## src/rtl/qdr_pkg.sv

```systemverilog
`timescale 1ns/1ps
package qdr_pkg;

    localparam int unsigned LANE_W = 9;

    typedef enum logic {
        SLOT_RISE = 1'b0,
        SLOT_FALL = 1'b1
    } slot_e;

    function automatic int unsigned lane_count(input int unsigned width);
        return (width + LANE_W - 1) / LANE_W;
    endfunction

    function automatic slot_e next_slot(input slot_e cur);
        return (cur == SLOT_RISE) ? SLOT_FALL : SLOT_RISE;
    endfunction

endpackage

```

## src/rtl/qdr_cmd_issue.sv

```systemverilog
`timescale 1ns/1ps
module qdr_cmd_issue
    import qdr_pkg::*;
#(
    parameter int unsigned AW = 8,
    parameter int unsigned DW = 18,
    parameter int unsigned NB = 2
) (
    input  logic            clk,
    input  logic            rst,
    input  logic            rd_fire,
    input  logic [AW-1:0]   rd_addr,
    input  logic            wr_fire,
    input  logic [AW-1:0]   wr_addr,
    input  logic [2*DW-1:0] wr_data,
    input  logic [2*NB-1:0] wr_be,
    output logic            slot_open,
    output logic            mem_rd_n,
    output logic            mem_wr_n,
    output logic [NB-1:0]   mem_bw_n,
    output logic [AW-1:0]   mem_addr,
    output logic [DW-1:0]   mem_d
);

    typedef struct packed {
        logic          live;
        logic [AW-1:0] addr;
        logic [DW-1:0] word;
        logic [NB-1:0] lanes;
    } tail_t;

    slot_e slot_q;
    tail_t tail_q;

    // Requests are taken in the falling slot so that they reach the pins
    // in the rising slot that follows.
    assign slot_open = (slot_q == SLOT_FALL);

    always_ff @(posedge clk) begin
        if (rst) begin
            slot_q   <= SLOT_RISE;
            tail_q   <= '0;
            mem_rd_n <= 1'b1;
            mem_wr_n <= 1'b1;
            mem_bw_n <= '1;
            mem_addr <= '0;
            mem_d    <= '0;
        end else begin
            slot_q   <= next_slot(slot_q);
            mem_rd_n <= 1'b1;
            mem_wr_n <= 1'b1;
            mem_bw_n <= '1;
            if (slot_q == SLOT_FALL) begin
                tail_q.live <= wr_fire;
                if (rd_fire) begin
                    mem_rd_n <= 1'b0;
                    mem_addr <= rd_addr;
                end
                if (wr_fire) begin
                    mem_wr_n     <= 1'b0;
                    mem_d        <= wr_data[DW-1:0];
                    mem_bw_n     <= ~wr_be[NB-1:0];
                    tail_q.addr  <= wr_addr;
                    tail_q.word  <= wr_data[2*DW-1:DW];
                    tail_q.lanes <= wr_be[2*NB-1:NB];
                end
            end else begin
                tail_q.live <= 1'b0;
                if (tail_q.live) begin
                    mem_addr <= tail_q.addr;
                    mem_d    <= tail_q.word;
                    mem_bw_n <= ~tail_q.lanes;
                end
            end
        end
    end

endmodule

```

## src/rtl/qdr_rd_capture.sv

```systemverilog
`timescale 1ns/1ps
module qdr_rd_capture #(
    parameter int unsigned DW           = 18,
    parameter int unsigned RD_LAT_TICKS = 5
) (
    input  logic            clk,
    input  logic            rst,
    input  logic            issue,
    input  logic [DW-1:0]   mem_q,
    output logic            rdata_valid,
    output logic [2*DW-1:0] rdata
);

    localparam int unsigned DEPTH  = RD_LAT_TICKS + 2;
    localparam int unsigned TAP_LO = RD_LAT_TICKS;
    localparam int unsigned TAP_HI = RD_LAT_TICKS + 1;

    logic [DEPTH-1:0] age_q;
    logic [DW-1:0]    first_q;

    // age_q[k] is set during tick k after the read command tick.
    always_ff @(posedge clk) begin
        if (rst) begin
            age_q       <= '0;
            first_q     <= '0;
            rdata_valid <= 1'b0;
            rdata       <= '0;
        end else begin
            age_q       <= {age_q[DEPTH-2:0], issue};
            rdata_valid <= age_q[TAP_HI];
            if (age_q[TAP_LO]) first_q <= mem_q;
            if (age_q[TAP_HI]) rdata   <= {mem_q, first_q};
        end
    end

endmodule

```

## src/rtl/qdr_seq.sv

```systemverilog
`timescale 1ns/1ps
module qdr_seq
    import qdr_pkg::*;
#(
    parameter int unsigned AW           = 8,
    parameter int unsigned DW           = 18,
    parameter int unsigned RD_LAT_TICKS = 5,
    localparam int unsigned NB          = lane_count(DW)
) (
    input  logic            clk,
    input  logic            rst,
    input  logic            rd_valid,
    output logic            rd_ready,
    input  logic [AW-1:0]   rd_addr,
    input  logic            wr_valid,
    output logic            wr_ready,
    input  logic [AW-1:0]   wr_addr,
    input  logic [2*DW-1:0] wr_data,
    input  logic [2*NB-1:0] wr_be,
    output logic            rdata_valid,
    output logic [2*DW-1:0] rdata,
    output logic            mem_rd_n,
    output logic            mem_wr_n,
    output logic [NB-1:0]   mem_bw_n,
    output logic [AW-1:0]   mem_addr,
    output logic [DW-1:0]   mem_d,
    input  logic [DW-1:0]   mem_q
);

    logic slot_open;
    logic rd_fire;
    logic wr_fire;

    assign rd_ready = slot_open;
    assign wr_ready = slot_open;
    assign rd_fire  = rd_valid && slot_open;
    assign wr_fire  = wr_valid && slot_open;

    qdr_cmd_issue #(.AW(AW), .DW(DW), .NB(NB)) u_issue (
        .clk       (clk),
        .rst       (rst),
        .rd_fire   (rd_fire),
        .rd_addr   (rd_addr),
        .wr_fire   (wr_fire),
        .wr_addr   (wr_addr),
        .wr_data   (wr_data),
        .wr_be     (wr_be),
        .slot_open (slot_open),
        .mem_rd_n  (mem_rd_n),
        .mem_wr_n  (mem_wr_n),
        .mem_bw_n  (mem_bw_n),
        .mem_addr  (mem_addr),
        .mem_d     (mem_d)
    );

    qdr_rd_capture #(.DW(DW), .RD_LAT_TICKS(RD_LAT_TICKS)) u_cap (
        .clk         (clk),
        .rst         (rst),
        .issue       (rd_fire),
        .mem_q       (mem_q),
        .rdata_valid (rdata_valid),
        .rdata       (rdata)
    );

endmodule

```

## config.mk

```make
export PLATFORM = sky130hd
export DESIGN_NAME = qdr_seq
export DESIGN_NICKNAME = d
export VERILOG_FILES = /design/src/rtl/qdr_pkg.sv /design/src/rtl/qdr_cmd_issue.sv /design/src/rtl/qdr_rd_capture.sv /design/src/rtl/qdr_seq.sv
export SDC_FILE = /design/constraint.sdc
export NUM_CORES = 1
export LEC_CHECK = 0
export BUFFER_PORTS_ARGS = -buffer_cell sky130_fd_sc_hd__buf_2
export CAP_MARGIN = 10
export CORE_ASPECT_RATIO = 0.9
export CORE_MARGIN = 5
export CORE_UTILIZATION = 50
export CTS_CLUSTER_SIZE = 8
export DETAILED_ROUTE_END_ITERATION = 16
export PLACE_DENSITY = 0.79
export SLEW_MARGIN = 10
export SYNTH_ARGS = -nofsm -noshare
export SYNTH_HDL_FRONTEND = slang
export SYNTH_SLANG_ARGS = --single-unit
```

## constraint.sdc

```tcl
create_clock -name clk -period 1.4 [get_ports clk]
set_input_delay 0 -clock clk [delete_from_list [all_inputs] [get_ports clk]]
set_output_delay 0 -clock clk [all_outputs]
set_load 0.1 [all_outputs]
```

# After elaboration in Yosys (flattened, before gate mapping)
# Cells that the tools add are included.
[totals] elab_cells=38 regBits=122 in_bits=78 out_inout_bits=69
[classes] eq_ne=2 n_bitwise=3 reduce_logical=7 muxes=12
[op_table] cell="18-bit two-way mux" count=3
[op_table] cell="8-bit two-way mux" count=3
[op_table] cell="2-bit two-way mux" count=3
[op_table] cell="2-bit AND reduction" count=3
[op_table] cell="2-bit by 1-bit != test with 1-bit output (second input constant)" count=2
[op_table] cell="2-bit inverter" count=2
[op_table] cell="1-bit two-way mux" count=3
[op_table] cell="1-bit logical AND" count=2
[op_table] cell="2-bit nonzero test" count=1
[op_table] cell="2-bit OR reduction" count=1
[op_table] cell="1-bit inverter" count=1

# Depth between registers and ports, before layout
[depth] word_depth=3 depth_mapped=5

# Modules after synthesis
# A second synthesis with hierarchy kept.
[unflattened] cells_unflattened=450 hier_area_um2=4600.7
[by_module_without_submodules] mod="qdr_cmd_issue" cells_each=256 instances=1 area_each_um2=2416.1
[by_module_without_submodules] mod="qdr_rd_capture" cells_each=191 instances=1 area_each_um2=2164.6
[by_module_without_submodules] mod="qdr_seq" cells_each=3 instances=1 area_each_um2=20.0

# Worst setup path after synthesis
# OpenSTA, ideal clock, no wires.
[synth_timing] path_type="reg2reg" from="reg u_issue.slot_q, in the netlist u_issue.slot_open" to="reg u_issue.mem_d[5]" synth_period_minus_slack_ns=2.001 path_stages_with_launch=6 t_arrival_ns=1.854 setup_time_ns=0.146 slack_ns=-0.601 t_required_ns=1.254 path_buffers=2 path_cell_list="dfxtp_1 buf_6 mux2_4 buf_4 nor2_1 a211oi_2"
[synth_via] elab_chain_cells=3 elab_cells_between_ends=5 cone_classes="1 x eq/ne; 1 x mux; 3 x reduce/logical"
[synth_lines] element="start: declaration" line="qdr_cmd_issue.sv:32" source="slot_e slot_q;"
[synth_lines] element="start signal: assignment" line="qdr_cmd_issue.sv:49" source="slot_q <= next_slot(slot_q);"
[synth_lines] element="1-bit logical AND" line="qdr_seq.sv:37" source="assign wr_fire = wr_valid && slot_open;"
[synth_lines] element="2-bit by 1-bit != test with 1-bit output (no line)"
[synth_lines] element="2-bit AND reduction (no line)"
[synth_lines] element="end signal: assignment" line="qdr_cmd_issue.sv:61" source="mem_d <= wr_data[DW-1:0];"
[synth_lines] element="end signal: assignment" line="qdr_cmd_issue.sv:71" source="mem_d <= tail_q.word;"
[synth_lines] element="end: declaration" line="qdr_cmd_issue.sv:22" source="output logic [DW-1:0] mem_d"
# Several ways; a longest one is shown, not always the timed one.
# A chain may end at the register's enable or synchronous reset.

# Final worst setup path
[layout_timing] from="reg u_issue.mem_d[16]" to="out mem_d[16]"
[layout_rtl] element="end: declaration" line="qdr_seq.sv:26" source="output logic [DW-1:0] mem_d,"
# No word-level cell between the ends.

==> flow_summary.yaml <==
final_layout:
  drive_above_1_share_pct: 34.51
  stdcell_count: 803
  multiInputGateArea_um2: 1982
  diodes: 0
  layout_common_cells: "buf_2 (143), dfxtp_1 (120), mux2i_1 (80)"
  syn_to_final_growth_pct: 51.88
  post-route-util_pct: 76.91
  fin_nets: 746
  fillers: 572
  regArea_um2: 2447
  finalInstanceArea_um2: 6923
  layout_commonest_cell: "buf_2"
worst_setup_path:
  timing.rr.end: "u_issue.mem_d[1]"
  slowest_stage: "buf_2"
  crit_arrival_ps: 1330
  path_cells: "buf_2"
  rrSetupSlack_ps: 100
  cp.required_ps: 1400
  max_stage_delay_ps: 460
  reg2reg_depth: 3
  path_delay_family: "buffers and inverters"
  start_kind: "register"
  critPathKind: "register to primary output"
  crit_fanout: 2
  crit_buf_inv: 1
  r2r_start: "u_issue.slot_open"
  end_kind: "primary output"
timing:
  finalCritPeriodShare_pct: 95.00
  relSlewSlack_pct: 66.12
  tns_ps: 0
  hold_viol: 0
  tightestPinTransition_ps: 511.8
  setup_ws_ps: 69.95
  timing.fmax_mhz: 751.9
  fin_crit_ps: 1330
  clock_skew_ps: 11.42
  finalSetupViolCount: 0
  rsz0062_at_grt: "false"
  finalMaxSlewViolations: 0
  hold_ws_ps: 291.5
min_path:
  hold_path.class: "input port to register"
  worst_hold_startpoint: "mem_q[17]"
  hold_depth: 4
  worstHoldEndpoint: "u_cap.first_q[17]"
synth:
  synthCells: 448
  synthXorXnorAreaFrac_pct: 0
  synthSimpleGateAreaFrac_pct: 13.37
  ys_ff_latch: 122
  synthAdderAreaFrac_pct: 0
  syn_area_per_cell_um2: 10.17
  synth_top_family_by_area: "multiplexers"
  ys_seq_area_share_pct: 53.58
  yosysWarnings: 0
  syn-num-nets: 526
  synth_area_um2: 4558
  muxShareOfSynthArea_pct: 18.23
  ys_types: 21
  synth-compound-area-share_pct: 10.54
cts:
  cts_tree: "built"
  cts.path.max_buffers: 2
  clkSinkCount: 122
  cts_inserted_buffers: 17
  htreeDepth: 4
  cts_root_buf: "clkbuf_8"
  clk_pin_slew_ps: 60
  clkLatencyLatePin_ps: 500
  post_cts.repair.setup_buffers: 0
power_and_ir_drop:
  total_power_mw: 9.640
  p_leak_nw: 2.875
  cellPowerDensity_nw_per_um2: 1393
  ir_drop_mv: 0.8217
routing:
  wire_per_inst_um: 16.13
  drt-total-wl_um: 12950
  drt_iter0_markers: 186
  drt-vias-per-instance: 5.068
  postRouteAntennaNets: 0
  vias: 4070
  drc: 0
  dr.pass1.iters: 4
floorplanning:
  die_y_um: 100.6
  die_area_um2: 11130
  dieWidth_um: 110.6
  pin_count: 147
  rows: 33
  initial_utilization_pct: 50.64
  core_um2: 9001
global_routing:
  antenna_found_initial: 0
  grt_pass1_vias: 4404
  grt_pass1_wl_um: 21710
  track_usage_pct: 23.80
  grt_max_degree: 57
  gr-total-overflow: 0
outcome:
  status: "complete, no violations"
placement:
  hpwl_um: 7481
  place_ws_ps: 46.75
  placed_cell_area_um2: 5499
  gp_congestion: 0.7454
  portBuffers: 146
  place_inst: 694
flow_run:
  drv_cap: 0
-- state kept, by name, summed over array words and instances (netlist names) --
name / cells
u_cap.age_q: 7
u_issue.mem_wr_n: 1
u_issue.mem_rd_n: 1
u_issue.mem_bw_n: 2
u_issue.mem_d: 18
u_issue.mem_addr: 8
u_cap.rdata: 36
u_issue.slot_open: 1
u_issue.tail_q: 29
u_cap.rdata_valid: 1
u_cap.first_q: 18
-- worst max-delay path by stage --
stage	startpoint	end	slack (ps)	cells after the start
5_1_grt	u_issue.mem_d[16]	mem_d[16]	20	1
3_5_place_dp	u_issue.slot_open	u_issue.mem_d[1]	50	3
4_1_cts	u_issue.slot_open	u_issue.mem_d[1]	40	3
2_1_floorplan	u_issue.slot_open	u_issue.mem_d[5]	-80	5
3_3_place_gp	u_issue.slot_open	u_issue.mem_d[0]	110	3
6_report	u_issue.mem_d[16]	mem_d[16]	70	1
-- cells by family (layout without fill, tap and decap cells) --
family                 after synthesis  after routing
AND/OR/NAND/NOR                    153            153
multiplexers                        82             82
flip-flops                         122            122
AO/OA/AOI/OAI                       56             56
buffers and inverters               35            268
-- cell usage after synthesis --
cell type / count / share of area, %
nor2_1: 81 / 6.7
nor2b_1: 7 / 0.96
a21o_1: 2 / 0.33
mux2_4: 2 / 0.66
buf_2: 12 / 1.3
clkbuf_4: 1 / 0.16
mux2i_1: 80 / 18
clkbuf_1: 10 / 0.82
nand2_1: 59 / 4.9
nand2b_1: 1 / 0.14
nand2_2: 1 / 0.14
a211oi_2: 26 / 7.1
nand3b_1: 2 / 0.33
buf_1: 2 / 0.16
buf_4: 4 / 0.66
a21oi_1: 28 / 3.1
and2_0: 1 / 0.14
inv_1: 2 / 0.16
or2_2: 1 / 0.14
buf_6: 4 / 0.99
dfxtp_1: 122 / 54
-- tightest hold or removal path, cell delays in order --
cell	delay, ps
dlygate4sd3_1	520
buf_2	100
mux2i_1	60
nor2_1	70
-- power breakdown --
group | total, mW | internal (mW) | switching, mW | leakage, nW
Combinational | 1.36 | 0.465 | 0.893 | 1.58
Sequential | 3.65 | 3.58 | 0.0675 | 0.992
Clock | 4.64 | 3.06 | 1.58 | 0.305
Total | 9.64 | 7.10 | 2.54 | 2.88
-- area by class of cell --
type / count / share of cell area [%]
sequential: 122 / 35.35
multi-input combinational: 291 / 28.63
timing repair buffer: 234 / 24.44
clock buffer: 20 / 6.579
clock inverter: 12 / 2.693
tap: 122 / 2.205
inverter: 2 / 0.1084
-- timing repair --
action / in CTS / in global routing
hold buffers: 77 / 0
gates resized for setup: 0 / 1
setup endpoints to repair: 0 / 7
endpoints found under the hold margin: 102 / 0
-- routing by layer --
layer  wire length, um  vias up  track usage (%)
li1                  -     1940                -
met4               339        0            11.08
met3              1033       33            7.563
met5                 0        -                0
met1              5027     1933            26.07
met2              6548      164            42.35
(Power assumes the default switching activity.)
